### config.mk
export PLATFORM = sky130hd
export DESIGN_NAME = edge_wake_ctrl
export DESIGN_NICKNAME = d
export VERILOG_FILES = /design/src/rtl/ewk_pkg.sv /design/src/rtl/ewk_sync.sv /design/src/rtl/ewk_cfg.sv /design/src/rtl/ewk_chan.sv /design/src/rtl/edge_wake_ctrl.sv
export SDC_FILE = /design/constraint.sdc
export NUM_CORES = 1
export LEC_CHECK = 0
export ABC_AREA = 1
export CORE_UTILIZATION = 28
export DETAILED_ROUTE_END_ITERATION = 10
export PLACE_DENSITY = 0.51
export SYNTH_ARGS = -nofsm -noshare
export SYNTH_HDL_FRONTEND = slang
export SYNTH_SLANG_ARGS = --single-unit
export TNS_END_PERCENT = 20
### constraint.sdc
create_clock -name clk -period 1.2 [get_ports clk]
set_clock_uncertainty 0.15 [all_clocks]
set_input_delay 0.24 -clock clk [delete_from_list [all_inputs] [get_ports clk]]
set_output_delay 0.24 -clock clk [all_outputs]
set_load 0.005 [all_outputs]
### src/rtl/ewk_pkg.sv
package ewk_pkg;
  localparam int unsigned EWK_ADDR_W = 2;

  typedef enum logic [EWK_ADDR_W-1:0] {
    REG_ENABLE = 2'd0,
    REG_EDGE   = 2'd1,
    REG_PEND   = 2'd2,
    REG_SPARE  = 2'd3
  } ewk_reg_e;
endpackage

### src/rtl/ewk_sync.sv
module ewk_sync #(
  parameter int unsigned W      = 8,
  parameter int unsigned STAGES = 2
) (
  input  logic         clk,
  input  logic         rst_n,
  input  logic [W-1:0] din,
  output logic [W-1:0] dout
);
  logic [STAGES-1:0][W-1:0] chain_q;

  always_ff @(posedge clk or negedge rst_n) begin
    if (!rst_n) begin
      chain_q <= '0;
    end else begin
      chain_q[0] <= din;
      for (int i = 1; i < STAGES; i++) begin
        chain_q[i] <= chain_q[i-1];
      end
    end
  end

  assign dout = chain_q[STAGES-1];
endmodule

### src/rtl/ewk_cfg.sv
module ewk_cfg
  import ewk_pkg::*;
#(
  parameter int unsigned NCH = 8
) (
  input  logic                  clk,
  input  logic                  rst_n,
  input  logic                  wr_i,
  input  logic [EWK_ADDR_W-1:0] addr_i,
  input  logic [NCH-1:0]        wdata_i,
  output logic [NCH-1:0]        en_o,
  output logic [NCH-1:0]        rise_o,
  output logic [NCH-1:0]        blk_o
);
  logic [NCH-1:0] en_q, rise_q, blk_q;
  logic           wr_en, wr_edge;

  assign wr_en   = wr_i && (addr_i == REG_ENABLE);
  assign wr_edge = wr_i && (addr_i == REG_EDGE);

  always_ff @(posedge clk or negedge rst_n) begin
    if (!rst_n) begin
      en_q   <= '0;
      rise_q <= '1;
      blk_q  <= '0;
    end else begin
      if (wr_en)   en_q   <= wdata_i;
      if (wr_edge) rise_q <= wdata_i;
      // only lines whose polarity really flips sit out one cycle
      blk_q <= wr_edge ? (rise_q ^ wdata_i) : '0;
    end
  end

  assign en_o   = en_q;
  assign rise_o = rise_q;
  assign blk_o  = blk_q;

  p_blk_after_edge_write_r8: assert property (@(posedge clk) disable iff (!rst_n)
    (blk_q != '0) |-> $past(wr_i && addr_i == REG_EDGE));

  p_spare_write_ignored_r7: assert property (@(posedge clk) disable iff (!rst_n)
    (wr_i && addr_i == REG_SPARE) |=> ($stable(en_q) && $stable(rise_q)));
endmodule

### src/rtl/ewk_chan.sv
module ewk_chan (
  input  logic clk,
  input  logic rst_n,
  input  logic lvl_i,
  input  logic rise_i,
  input  logic arm_i,
  input  logic clr_i,
  output logic pend_o
);
  logic prev_q, pend_q, hit;

  assign hit = arm_i && (rise_i ? (lvl_i && !prev_q) : (!lvl_i && prev_q));

  always_ff @(posedge clk or negedge rst_n) begin
    if (!rst_n) begin
      prev_q <= 1'b0;
      pend_q <= 1'b0;
    end else begin
      prev_q <= lvl_i;
      if (hit)        pend_q <= 1'b1;
      else if (clr_i) pend_q <= 1'b0;
    end
  end

  assign pend_o = pend_q;

  p_set_needs_change_r3: assert property (@(posedge clk) disable iff (!rst_n)
    $rose(pend_q) |-> $past(arm_i && (lvl_i != prev_q)));

  p_pending_sticky_r4: assert property (@(posedge clk) disable iff (!rst_n)
    (pend_q && !clr_i) |=> pend_q);

  p_clear_takes_r5: assert property (@(posedge clk) disable iff (!rst_n)
    (clr_i && (lvl_i == prev_q)) |=> !pend_q);

  p_disarmed_holds_r8: assert property (@(posedge clk) disable iff (!rst_n)
    (!arm_i && !clr_i) |=> $stable(pend_q));
endmodule

### src/rtl/edge_wake_ctrl.sv
module edge_wake_ctrl
  import ewk_pkg::*;
#(
  parameter int unsigned NCH         = 8,
  parameter int unsigned SYNC_STAGES = 2
) (
  input  logic                  clk,
  input  logic                  rst_n,
  input  logic [NCH-1:0]        wake_pins,
  input  logic                  reg_wr,
  input  logic [EWK_ADDR_W-1:0] reg_addr,
  input  logic [NCH-1:0]        reg_wdata,
  output logic [NCH-1:0]        reg_rdata,
  output logic                  wake_req
);
  localparam int unsigned WARM_MAX = SYNC_STAGES + 1;
  localparam int unsigned CW       = $clog2(WARM_MAX + 1);

  logic [NCH-1:0] lvl, en, rise, blk, clr_vec, pend_vec;
  logic [CW-1:0]  warm_q;
  logic           warm_done;

  ewk_sync #(.W(NCH), .STAGES(SYNC_STAGES)) u_sync (
    .clk  (clk),
    .rst_n(rst_n),
    .din  (wake_pins),
    .dout (lvl)
  );

  ewk_cfg #(.NCH(NCH)) u_cfg (
    .clk    (clk),
    .rst_n  (rst_n),
    .wr_i   (reg_wr),
    .addr_i (reg_addr),
    .wdata_i(reg_wdata),
    .en_o   (en),
    .rise_o (rise),
    .blk_o  (blk)
  );

  // hold off edge judging until sync chain and previous-level register are filled
  always_ff @(posedge clk or negedge rst_n) begin
    if (!rst_n)                    warm_q <= '0;
    else if (warm_q != CW'(WARM_MAX)) warm_q <= warm_q + CW'(1);
  end
  assign warm_done = (warm_q == CW'(WARM_MAX));

  assign clr_vec = (reg_wr && reg_addr == REG_PEND) ? reg_wdata : '0;

  for (genvar g = 0; g < NCH; g++) begin : g_chan
    ewk_chan u_chan (
      .clk   (clk),
      .rst_n (rst_n),
      .lvl_i (lvl[g]),
      .rise_i(rise[g]),
      .arm_i (warm_done && !blk[g]),
      .clr_i (clr_vec[g]),
      .pend_o(pend_vec[g])
    );
  end

  assign wake_req = |(pend_vec & en);

  always_comb begin
    case (reg_addr)
      REG_ENABLE: reg_rdata = en;
      REG_EDGE:   reg_rdata = rise;
      REG_PEND:   reg_rdata = pend_vec;
      default:    reg_rdata = '0;
    endcase
  end

  p_warmup_quiet_r9: assert property (@(posedge clk) disable iff (!rst_n)
    !warm_done |-> (pend_vec == '0));

  p_wake_off_when_disabled_r6: assert property (@(posedge clk) disable iff (!rst_n)
    (en == '0) |-> !wake_req);
endmodule

==> flow_summary_export.csv <==
group,metric,value,unit
timing,fin_crit,1.686,ns
timing,max_slew_margin,0.7876,
clock_network,cts_tree,"done",
outcome,outcome,"finished with violations",
placed_design,hpwl,3663,microns
synthesis,synth_area_leaders,"dfrtp_1, nand2_1, dfstp_2",
worst_setup_path,start_kind,"flop",
synthesis,synth_cell_type_count,23,
placed_design,globalplace.congestion,0.7453,
pwr,power,5122,uW
job,drv_cap,0,
floorplanning,pin_count,30,
routing,avgViaCountPerCell,4.257,
worst_setup_path,cp-end-kind,"output pin",
clock_network,clock-sinks,58,
floorplanning,design.core.area,0.008341,sq mm
floorplanning,chipHeight,95.76,microns
synthesis,postSynth.asyncResetShare,1.000,
timing,slew_viol_final,0,
clock_network,h-tree-depth,3,
timing,final.period_utilization,1.405,
global_routing,grt.total_usage,0.1327,
pwr,power_switching,1302,uW
clock_network,insertion_delay,0.34,ns
floorplanning,row_count,33,
timing,rsz0062_at_grt,"true",
floorplanning,initial_utilization,0.2951,
synthesis,synth_area,0.002461,sq mm
worst_hold_path,hold_class,"primary input to flop",
clock_network,clk_pin_slew,0.07,ns
layout,areaGrowthSynthToFinish,37.42,%
global_routing,grt_max_degree,59,
synthesis,synthFlopType,"dfrtp_1",
pwr,power.internal,3820,uW
worst_setup_path,crit_required,0.81,ns
synthesis,avgSynthCellArea,9.015,sq um
routing,dr.pass1.iters,4,
global_routing,antenna_found_initial,0,
layout,diodes,0,
placed_design,dpl_cell_area,0.003095,sq mm
routing,wl_per_cell,11.55,microns
placed_design,dp.cells,434,
global_routing,grt_pass1_wl,8859,microns
pwr,power_density,1514,mW/mm^2
layout,layout_commonest_cell,"nand2_1",
routing,drtIter0Drc,48,
clock_network,cts_buffers,9,
worst_setup_path,crit_fanout,2,
layout,nets,372,
pwr,netSwitchingFraction,0.2541,
synthesis,syn_nets,295,
synthesis,yosysWarnings,0,
placed_design,io_buffers,29,
timing,worst_slack,-0.4857,ns
timing,finalHoldViolCount,0,
pwr,power_frac_seq,0.441,
synthesis,yosysTopAreaCellShare,0.5084,
pwr,leakage,0.001674,uW
timing,worst_pin_slew,0.3186,ns
routing,drc,0,
synthesis,ys_seq_area_frac,0.5938,
global_routing,gr-total-overflow,0,
worst_setup_path,cp.arrival,1.30,ns
synthesis,synth-seq-cells,58,
timing,setup_viol,17,
layout,final_cell_mix,"nand2_1, dfrtp_1, buf_4",
routing,antenna_left,0,
clock_network,clock_path_buffers,2,
synthesis,synthCells,273,
clock_network,root_buffer,"clkbuf_8",
outcome,violations,"negative setup slack",
synthesis,synth.largest_area_cell,"dfrtp_1",
layout,instances_no_fill,460,
global_routing,grt_pass1_vias,1914,
timing,whs,0.1864,ns
floorplanning,die_x,95.76,microns
routing,dr_total_vias,1958,
layout,layout-drive-gt1-share,0.2930,
synthesis,synth_edf_count,0,
floorplanning,dieArea,0.009169,sq mm
pwr,combPwrFrac,0.171,
routing,wl,5312,microns
timing,max_freq,593.2,MHz
layout,final_area,0.003382,sq mm
worst_setup_path,critPathKind,"flop to output pin",
pwr,ir_drop,0.0006881,V
pwr,pwr-share-clk,0.387,
logic make-up (layout without fill, tap and decap cells):
family | after synthesis | count (layout) | synth area share
AO/OA/AOI/OAI | 32 | 32 | 0.08541
XOR/XNOR | 1 | 1 | 0.003559
adder cells (fa/ha/maj) | 1 | 1 | 0.005083
buffers and inverters | 40 | 121 | 0.07066
flip-flops | 58 | 58 | 0.5938
AND/OR/NAND/NOR | 141 | 142 | 0.2415
path summary, 6_finish.rpt:
kind	from	endpoint	slack (ns)	depth (start not counted)
worst min register to register	u_sync.chain_q[6]$_DFF_PN0_	u_sync.dout[6]$_DFF_PN0_	0.20	0
min in group asynchronous	rst_n	u_cfg.en_o[5]$_DFFE_PN0P_	0.27	3
worst min-delay path	wake_pins[7]	u_sync.chain_q[7]$_DFF_PN0_	0.19	1
worst max-delay path	u_cfg.rise_o[5]$_DFFE_PN1P_	reg_rdata[5]	-0.49	3
worst max register to register	u_cfg.rise_o[3]$_DFFE_PN1P_	g_chan[3].u_chan.pend_o$_DFFE_PN0P_	-0.01	6
max in group asynchronous	rst_n	u_cfg.rise_o[2]$_DFFE_PN1P_	0.31	3
timing repair:
item	4_1_cts	5_1_grt
hold buffers	1	0
endpoints found under the hold margin	50	0
buffers inserted	7	1
cloned	1	0
resized for setup	60	8
endpoints found under the setup margin	41	33
pin swaps	14	2
power by group through the flow:
stage                     combinational [uW]  clock [uW]  sequential, uW
final                                    878        1980            2260
after global routing                    1000        2130            2280
after CTS                                875        2050            2260
after detailed placement                 849           0            2290
after global placement                   844           0            2280
after floorplan                          393           0            2280
cell type report:
cell class                 count  area, sq um
inverter                      35        133.9
multi-input combinational    176        862.1
clock buffer                  11        141.4
fill                         864         4959
sequential                    58         1461
timing repair buffer          70        574.3
clock inverter                 5        77.57
tap                          105        131.4
worst max-delay path: stages (launching register included):
cell	delay, ns
dfstp_2	0.54
inv_2	0.04
o211ai_1	0.22
buf_2	0.16
sequential cells by signal, summed over array words and instances (netlist names):
register / flops
warm_q: 2
g_chan.u_chan.prev_q: 8
u_cfg.rise_o: 8
g_chan.u_chan.pend_o: 8
u_sync.dout: 8
u_cfg.blk_o: 8
u_cfg.en_o: 8
u_sync.chain_q: 8
cells in the mapped netlist, types with 2 or more instances:
| library cell | count |
|---|---|
| nand2_1 | 110 |
| dfrtp_1 | 50 |
| inv_1 | 33 |
| nand3_1 | 9 |
| nor2_1 | 9 |
| a21oi_1 | 8 |
| dfstp_2 | 8 |
| nand4_1 | 8 |
| o211ai_1 | 8 |
| o21ai_0 | 8 |
| o21ai_2 | 8 |
| buf_4 | 2 |
| buf_6 | 2 |
routing by layer:
metal | part of all wire | track usage | vias to the layer above
li1 | - | - | 1012
met1 | 0.48 | 0.1719 | 908
met2 | 0.46 | 0.2006 | 26
met3 | 0.037 | 0.02844 | 12
met4 | 0.026 | 0.08582 | 0
met5 | 0 | 0 | -
metrics by stage:
step	setup TNS (ns)	utilization	setup WS [ns]
after global routing	-5.705	0.4055	-0.5609
after CTS	-4.375	0.4017	-0.5008
final	-4.059	0.4055	-0.4857
after detailed placement	-27.51	0.3711	-1.118
after global placement	-27.34	0.3711	-1.101
after floorplan	0	-	0.005387
(Power assumes the default switching activity.)
